File: src/rtl/fg_pkg.sv
`timescale 1ns/1ps
package fg_pkg;
  // Action the output stage takes at the next edge.
  typedef enum logic [1:0] {
    ACT_LOAD  = 2'd0,
    ACT_HOLD  = 2'd1,
    ACT_FLUSH = 2'd2
  } fg_act_e;
endpackage

File: src/rtl/fg_slot_mask.sv
`timescale 1ns/1ps
module fg_slot_mask #(
  parameter int unsigned SLOTS = 2,
  parameter int unsigned IDX_W = 1
) (
  input  logic [IDX_W-1:0] start_slot,
  input  logic             pred_taken,
  input  logic [IDX_W-1:0] pred_slot,
  output logic             pred_eff,
  output logic [SLOTS-1:0] slot_mask
);
  localparam logic [IDX_W-1:0] LAST_SLOT = IDX_W'(SLOTS - 1);
  localparam logic [SLOTS-1:0] ALL_ONES  = {SLOTS{1'b1}};

  logic [SLOTS-1:0] from_start;
  logic [SLOTS-1:0] upto_pred;
  logic [IDX_W-1:0] cut_amt;

  // A prediction on a slot already skipped by the PC offset is dropped.
  assign pred_eff   = pred_taken && (pred_slot >= start_slot);
  assign from_start = ALL_ONES << start_slot;
  assign cut_amt    = LAST_SLOT - pred_slot;
  assign upto_pred  = pred_eff ? (ALL_ONES >> cut_amt) : ALL_ONES;

  for (genvar g = 0; g < SLOTS; g++) begin : g_bit
    assign slot_mask[g] = from_start[g] & upto_pred[g];
  end
endmodule

File: src/rtl/fg_next_pc.sv
`timescale 1ns/1ps
module fg_next_pc #(
  parameter int unsigned AW    = 32,
  parameter int unsigned SLOTS = 2,
  parameter int unsigned IDX_W = 1
) (
  input  logic [AW-1:0]    pc,
  input  logic             pred_eff,
  input  logic [AW-1:0]    pred_target,
  output logic [IDX_W-1:0] start_slot,
  output logic [AW-1:0]    group_base,
  output logic [AW-1:0]    next_pc
);
  localparam int unsigned   LOW_W  = IDX_W + 2;
  localparam logic [AW-1:0] STRIDE = AW'(SLOTS * 4);

  logic unused_byte_bits;
  assign unused_byte_bits = ^pc[1:0];

  assign start_slot = pc[2 +: IDX_W];
  assign group_base = {pc[AW-1:LOW_W], {LOW_W{1'b0}}};
  assign next_pc    = pred_eff ? pred_target : (group_base + STRIDE);
endmodule

File: src/rtl/fg_ctrl.sv
`timescale 1ns/1ps
module fg_ctrl (
  input  logic            stall,
  input  logic            redirect_valid,
  input  logic            out_valid,
  input  logic            out_ready,
  output fg_pkg::fg_act_e act
);
  always_comb begin
    if (redirect_valid)                   act = fg_pkg::ACT_FLUSH;
    else if (stall)                       act = fg_pkg::ACT_HOLD;
    else if (out_valid && !out_ready)     act = fg_pkg::ACT_HOLD;
    else                                  act = fg_pkg::ACT_LOAD;
  end
endmodule

File: src/rtl/fg_out_reg.sv
`timescale 1ns/1ps
module fg_out_reg #(
  parameter int unsigned AW    = 32,
  parameter int unsigned IW    = 32,
  parameter int unsigned SLOTS = 2
) (
  input  logic                clk,
  input  logic                rst_n,
  input  fg_pkg::fg_act_e     act,
  input  logic [SLOTS*IW-1:0] word,
  input  logic [SLOTS-1:0]    mask,
  input  logic [AW-1:0]       base,
  input  logic [AW-1:0]       next_pc,
  output logic                valid_q,
  output logic [SLOTS*IW-1:0] insn_q,
  output logic [SLOTS-1:0]    mask_q,
  output logic [AW-1:0]       base_q,
  output logic [AW-1:0]       next_q
);
  logic [IW-1:0] slot_q [SLOTS];

  for (genvar g = 0; g < SLOTS; g++) begin : g_slot
    always_ff @(posedge clk or negedge rst_n) begin
      if (!rst_n)                       slot_q[g] <= '0;
      else if (act == fg_pkg::ACT_LOAD) slot_q[g] <= word[g*IW +: IW];
    end
    assign insn_q[g*IW +: IW] = slot_q[g];
  end

  always_ff @(posedge clk or negedge rst_n) begin
    if (!rst_n) begin
      valid_q <= 1'b0;
      mask_q  <= '0;
      base_q  <= '0;
      next_q  <= '0;
    end else begin
      case (act)
        fg_pkg::ACT_LOAD: begin
          valid_q <= 1'b1;
          mask_q  <= mask;
          base_q  <= base;
          next_q  <= next_pc;
        end
        fg_pkg::ACT_FLUSH: begin
          valid_q <= 1'b0;
          mask_q  <= '0;
        end
        default: ;
      endcase
    end
  end
endmodule

File: src/rtl/fetch_pair.sv
`timescale 1ns/1ps
module fetch_pair #(
  parameter int unsigned    SLOTS    = 2,
  parameter int unsigned    AW       = 32,
  parameter int unsigned    IW       = 32,
  parameter logic [AW-1:0]  RESET_PC = '0,
  localparam int unsigned   IDX_W    = $clog2(SLOTS)
) (
  input  logic                clk,
  input  logic                rst_n,
  input  logic                stall,
  input  logic                redirect_valid,
  input  logic [AW-1:0]       redirect_pc,
  output logic [AW-1:0]       fetch_pc,
  input  logic [SLOTS*IW-1:0] imem_word,
  input  logic                pred_taken,
  input  logic [IDX_W-1:0]    pred_slot,
  input  logic [AW-1:0]       pred_target,
  output logic                out_valid,
  input  logic                out_ready,
  output logic [SLOTS*IW-1:0] out_insn,
  output logic [SLOTS-1:0]    out_mask,
  output logic [AW-1:0]       out_group_pc,
  output logic [AW-1:0]       out_next_pc
);
  logic [AW-1:0]    pc_q;
  logic [IDX_W-1:0] start_slot;
  logic [AW-1:0]    group_base;
  logic [AW-1:0]    next_pc;
  logic             pred_eff;
  logic [SLOTS-1:0] slot_mask;
  fg_pkg::fg_act_e  act;

  fg_next_pc #(.AW(AW), .SLOTS(SLOTS), .IDX_W(IDX_W)) u_next (
    .pc          (pc_q),
    .pred_eff    (pred_eff),
    .pred_target (pred_target),
    .start_slot  (start_slot),
    .group_base  (group_base),
    .next_pc     (next_pc)
  );

  fg_slot_mask #(.SLOTS(SLOTS), .IDX_W(IDX_W)) u_mask (
    .start_slot (start_slot),
    .pred_taken (pred_taken),
    .pred_slot  (pred_slot),
    .pred_eff   (pred_eff),
    .slot_mask  (slot_mask)
  );

  fg_ctrl u_ctrl (
    .stall          (stall),
    .redirect_valid (redirect_valid),
    .out_valid      (out_valid),
    .out_ready      (out_ready),
    .act            (act)
  );

  fg_out_reg #(.AW(AW), .IW(IW), .SLOTS(SLOTS)) u_out (
    .clk     (clk),
    .rst_n   (rst_n),
    .act     (act),
    .word    (imem_word),
    .mask    (slot_mask),
    .base    (group_base),
    .next_pc (next_pc),
    .valid_q (out_valid),
    .insn_q  (out_insn),
    .mask_q  (out_mask),
    .base_q  (out_group_pc),
    .next_q  (out_next_pc)
  );

  always_ff @(posedge clk or negedge rst_n) begin
    if (!rst_n) pc_q <= RESET_PC;
    else begin
      case (act)
        fg_pkg::ACT_FLUSH: pc_q <= redirect_pc;
        fg_pkg::ACT_LOAD:  pc_q <= next_pc;
        default: ;
      endcase
    end
  end

  assign fetch_pc = pc_q;
endmodule

File: config.mk
export PLATFORM = sky130hd
export DESIGN_NAME = fetch_pair
export DESIGN_NICKNAME = d
export VERILOG_FILES = /design/src/rtl/fg_pkg.sv /design/src/rtl/fg_slot_mask.sv /design/src/rtl/fg_next_pc.sv /design/src/rtl/fg_ctrl.sv /design/src/rtl/fg_out_reg.sv /design/src/rtl/fetch_pair.sv
export SDC_FILE = /design/constraint.sdc
export NUM_CORES = 1
export LEC_CHECK = 0
export BUFFER_PORTS_ARGS = -buffer_cell sky130_fd_sc_hd__buf_4
export CAP_MARGIN = 5
export CORE_MARGIN = 2
export CORE_UTILIZATION = 45
export DETAILED_ROUTE_END_ITERATION = 10
export PLACE_DENSITY = 0.79
export SLEW_MARGIN = 20
export SYNTH_ARGS = -nofsm -noshare
export SYNTH_HDL_FRONTEND = slang
export SYNTH_HIERARCHICAL = 1
export SYNTH_SLANG_ARGS = --single-unit
File: constraint.sdc
create_clock -name clk -period 2.4 [get_ports clk]
set_input_delay 0.48 -clock clk [delete_from_list [all_inputs] [get_ports clk]]
set_output_delay 0.48 -clock clk [all_outputs]
set_load 0.02 [all_outputs]
**After elaboration in Yosys (flattened, before gate mapping)**

Index checks and enable logic that the tools add are counted.
Widths: inputs -> output; s select.

- Bits in registers: 160
- Bits in latches: 0
- Memory bits (writable): 0
- ROM bits: 0
- Bits of input ports: 135
- Output and inout port bits: 163
- Logic and storage cells: 28
- Memories kept: 0

- Add/sub/neg operators: 2
- $mul: 0
- Divide/modulo/power cells: 0
- Magnitude comparators: 1
- Eq/ne operators: 1
- Shifts and indexed selects: 2
- Multiplexer cells: 8
- Bitwise gates (word level): 2
- Reduce and logical (&&, ||, !) cells: 5

Operators with widths:

| cell | count |
|---|---|
| $pmux 32 s2 | 1 |
| $add 32x4->32 const B | 1 |
| $mux 32 | 1 |
| $mux 2 | 3 |
| $pmux 2 s2 | 1 |
| $and 1x1->1 | 2 |
| $eq 2x2->1 const B | 1 |
| $logic_and 1x1->1 | 2 |
| $logic_not 2->1 | 1 |
| $pmux 1 s2 | 1 |
| $reduce_bool 2->1 | 1 |
| $shl 2x1->2 const A | 1 |
| $shr 2x1->2 const A | 1 |
| $ge 1x1->1 | 1 |
| $logic_not 1->1 | 1 |
| $mux 1 | 1 |
| $sub 1x1->1 const A | 1 |

**Longest topological paths before layout**

- Word-level depth: 7
- Mapped depth: 9
- Depth with buffers taken out: 7

**Modules after synthesis**

The synthesis kept the hierarchy.

By module, submodules not included:

| module | instances | cells an instance | area each (µm²) | seq. area each (µm²) |
|---|---|---|---|---|
| fg_out_reg | 1 | 277 | 5,215.0 | 3,278.1 |
| fetch_pair | 1 | 139 | 1,515.2 | 800.8 |
| fg_next_pc | 1 | 204 | 1,222.4 | 0.0 |
| fg_ctrl | 1 | 4 | 26.3 | 0.0 |
| fg_slot_mask | 1 | 4 | 20.0 | 0.0 |

**Worst setup path before layout**

No wires, ideal clock.

- Path kind: register to register
- From: register pc_q[11], in the netlist fetch_pc[11]
- To: register pc_q[27], in the netlist fetch_pc[27]
- Library setup time: 0.083 ns
- Arrival: 2.109 ns
- Data required time: 2.317 ns
- Path slack: 0.209 ns
- Cell stages (with the launch flop): 8
- Path buffers: 1
- Period minus slack after synthesis: 2.191 ns
- Path through: dfrtp_1 -> nand4_2 -> or4_1 -> buf_2 -> or3_1 -> a31oi_1 -> mux2i_1 -> o21ai_0

- Longest elaborated chain between the ends: 3

RTL lines:

| what | RTL line | source |
|---|---|---|
| from (decl) | fetch_pair.sv:26 | `logic [AW-1:0] pc_q;` |
| from (signal assigned) | fetch_pair.sv:78 | `fg_pkg::ACT_FLUSH: pc_q <= redirect_pc;` |
| from (signal assigned) | fetch_pair.sv:79 | `fg_pkg::ACT_LOAD: pc_q <= next_pc;` |
| $add 32x4->32 | fg_next_pc.sv:22 | `assign next_pc = pred_eff ? pred_target : (group_base + STRIDE);` |
| $mux 32 | fg_next_pc.sv:22 |  |
| via next_pc[27] | fetch_pair.sv:29 | `logic [AW-1:0] next_pc;` |
| $pmux 32 s2 | fetch_pair.sv:77 | `case (act)` |

The timed path passes the listed nets, and every way through them passes these cells.
A chain may end at the register's enable or synchronous reset.

**Final worst setup path**

- From: register pc_q[23], in the netlist fetch_pc[23]
- To: register pc_q[30], in the netlist fetch_pc[30]

Same word-level chain as after synthesis.

==> impl_metrics.py <==
metrics = {
    "synthesis": {
        "synthFlopType": "dfrtp_1",
        "yosys_warnings": 6,
        "yosys.area.top_type_share": 0.510,
        "syn_area_um2": 8000,
        "synth_edf_count": 0,
        "ys_seq_elements": 163,
        "yosysUniqueCellTypes": 43,
        "netlist_instances": 628,
        "syn_area_per_cell_um2": 12.7,
        "ys_top_cells_by_area": "dfrtp_1 (51%), mux2_4 (16%), mux2_2 (5.9%), mux2i_1 (4.0%), buf_4 (3.2%)",
        "synth-async-reset-ratio": 1.00,
        "seq_area_frac_synth": 0.510,
        "synth_top_area_cell": "dfrtp_1",
    },
    "drt": {
        "wl_met3_um": 1720,
        "antenna_left": 0,
        "wl_um": 21700,
        "vias": 5960,
        "drtPass1Iterations": 5,
        "wl_met2_um": 10700,
        "routedWlPerCell_um": 18.9,
        "first_iter_violations": 316,
        "top_layer_used": "met4",
        "drcViolationCount": 0,
        "wl_met1_um": 8890,
        "via_per_inst": 5.19,
    },
    "sta": {
        "tns_ns": 0,
        "period_needed_ns": 2.24,
        "worst_pin_slew_ns": 0.914,
        "grt_setup_unrepaired": "no",
        "whs_ns": 0.0438,
        "slew_violations": 0,
        "max_slew_margin": 0.390,
        "clock_skew_ns": 0.0118,
        "period_share": 0.934,
        "setup_viol": 0,
        "hold_violations": 0,
        "fmax_ghz": 0.446,
    },
    "worst_setup_path": {
        "path_class": "flip-flop to flip-flop",
        "end_kind": "flip-flop",
        "cp.arrival_ns": 2.59,
        "required_ns": 2.75,
        "cp_max_fo": 8,
        "start_kind": "flip-flop",
    },
    "global_routing": {
        "grt_pass1_vias": 5974,
        "grt_overflow_total": 0,
        "grt_pass1_wl_um": 32700,
        "grt_use_total": 0.227,
        "grt_start_max_net_pins": 69,
        "grt_antenna_before_repair": 0,
    },
    "floorplanning": {
        "core_area_um2": 17400,
        "initial_core_util": 0.461,
        "fp.dieW_um": 137,
        "die_h_um": 137,
        "dieArea_um2": 18900,
        "rows": 48,
        "design.portCount": 298,
    },
    "place": {
        "globalplace.congestion": 0.810,
        "port_buffers": 297,
        "hpwl_um": 15700,
    },
    "power": {
        "p_leak_nw": 5.30,
        "p_per_area_nw_per_um2": 856,
        "ir_worst_vdd_uv": 534,
    },
    "final_layout": {
        "post-route-util": 0.630,
        "mostFrequentLayoutCells": "buf_4 (326), dfrtp_1 (162), mux2_4 (87)",
        "area_delta_synth_final_pct": 36.8,
        "layout.cells.most_common": "buf_4",
        "layout.nets": 1047,
        "num_antenna_cells": 0,
        "drive_above_1_share": 0.547,
    },
    "clock_tree": {
        "cts_tree": "done",
        "clk-insertion-delay-late_ns": 0.42,
        "numCtsBuffers": 17,
        "cts_sinks": 163,
        "clk_path_buf_depth": 2,
        "path_clk_slew_ns": 0.07,
        "post_cts_buffers": 0,
        "root_buffer": "clkbuf_16",
        "cts_max_level": 4,
    },
    "status": {
        "status": "finished, final reports clean",
    },
    "hold_path": {
        "hold_path.class": "input port to async pin",
    },
    "flow_run": {
        "drv_cap": 0,
    },
}
[per-stage QoR]
step | instance area [um2] | setup slack (ns) | cells | power, mW
floorplan | 8010 | 0.209 | 630 | 5.34
global placement | 10300 | 0.184 | 1117 | 6.60
detailed placement | 10300 | 0.133 | 1117 | 6.67
CTS | 10900 | 0.123 | 1149 | 9.46
global route | 10900 | 0.00975 | 1149 | 9.79
finish | 10900 | 0.158 | 1149 | 9.36
[synthesized netlist by cell type (2+ instances only)]
cell / n
nand3_1: 17
nor2_1: 18
inv_1: 10
mux2_2: 42
a31oi_1: 13
buf_2: 13
buf_4: 34
dfrtp_1: 163
and3_1: 4
a22o_1: 2
o21ai_2: 2
or4_1: 9
o21ai_1: 28
or3_1: 5
clkbuf_1: 9
o31ai_1: 6
xor2_1: 4
buf_12: 3
nand4_1: 7
nand2_1: 53
and2_1: 3
nand4_2: 2
nor4_1: 4
mux2i_1: 32
and4_1: 2
buf_6: 11
nor3_1: 2
a311o_1: 2
mux2_4: 87
xnor2_1: 8
o21ai_0: 21
[timing repair]
item	CTS	global route
hold buffers	0	0
endpoints found under the setup margin	0	6
resized for setup	0	3
[registers in the layout (all words and copies together), names as in the netlist]
signal / count
u_out/next_q: 32
u_out/mask_q: 2
fetch_pc: 32
u_out/base_q: 32
u_out/valid_q: 1
u_out/insn_q: 64
[cell type report]
class | count | area (um2)
Clock buffer | 18 | 439
Clock inverter | 14 | 166
Fill cell | 1333 | 6420
Inverter | 11 | 41.3
Multi-Input combinational cell | 386 | 3370
Sequential cell | 163 | 4080
Tap cell | 225 | 282
Timing Repair Buffer | 332 | 2560
[worst max-delay path: stages (launching register included)]
cell and delay, ns:
dfrtp_1 0.48, nand3_1 0.18, or4_1 0.55, or4_1 0.42, a31oi_1 0.30, mux2i_1 0.12
o21ai_1 0.13
[where the power goes]
group,switching [mW],internal (mW)
Clock,1.24,1.52
Sequential,0.337,3.25
Combinational,1.52,1.50
[final timing paths]
check,from,endpoint,slack (ns),cells after the start
min in group clk,imem_word[46],u_out/insn_q[46],0.28,2
setup / recovery,fetch_pc[23],fetch_pc[30],0.16,6
max in group asynchronous,rst_n,u_out/next_q[18],1.65,2
hold / removal,rst_n,u_out/insn_q[4],0.04,1
setup reg to reg,fetch_pc[23],fetch_pc[30],0.16,6
hold reg to reg,fetch_pc[1],fetch_pc[1],0.51,2
[per-layer routing]
metal	track usage	up-vias
met5	0	-
met4	0.0647	0
met3	0.0648	26
met2	0.384	236
met1	0.284	2925
li1	-	2773
[cell families (layout without fill, tap and decap cells)]
logic type / Yosys count / in the layout / share of synthesized area
flops: 163 / 163 / 0.510
mux: 161 / 161 / 0.262
simple gates: 131 / 131 / 0.0826
buf+inv: 81 / 375 / 0.0724
compound gates: 78 / 78 / 0.0574
xor+xnor: 12 / 12 / 0.0131
fa+ha+maj: 1 / 1 / 0.00156
other cells: 1 / 3 / 0.000469
(Power assumes the default switching activity.)
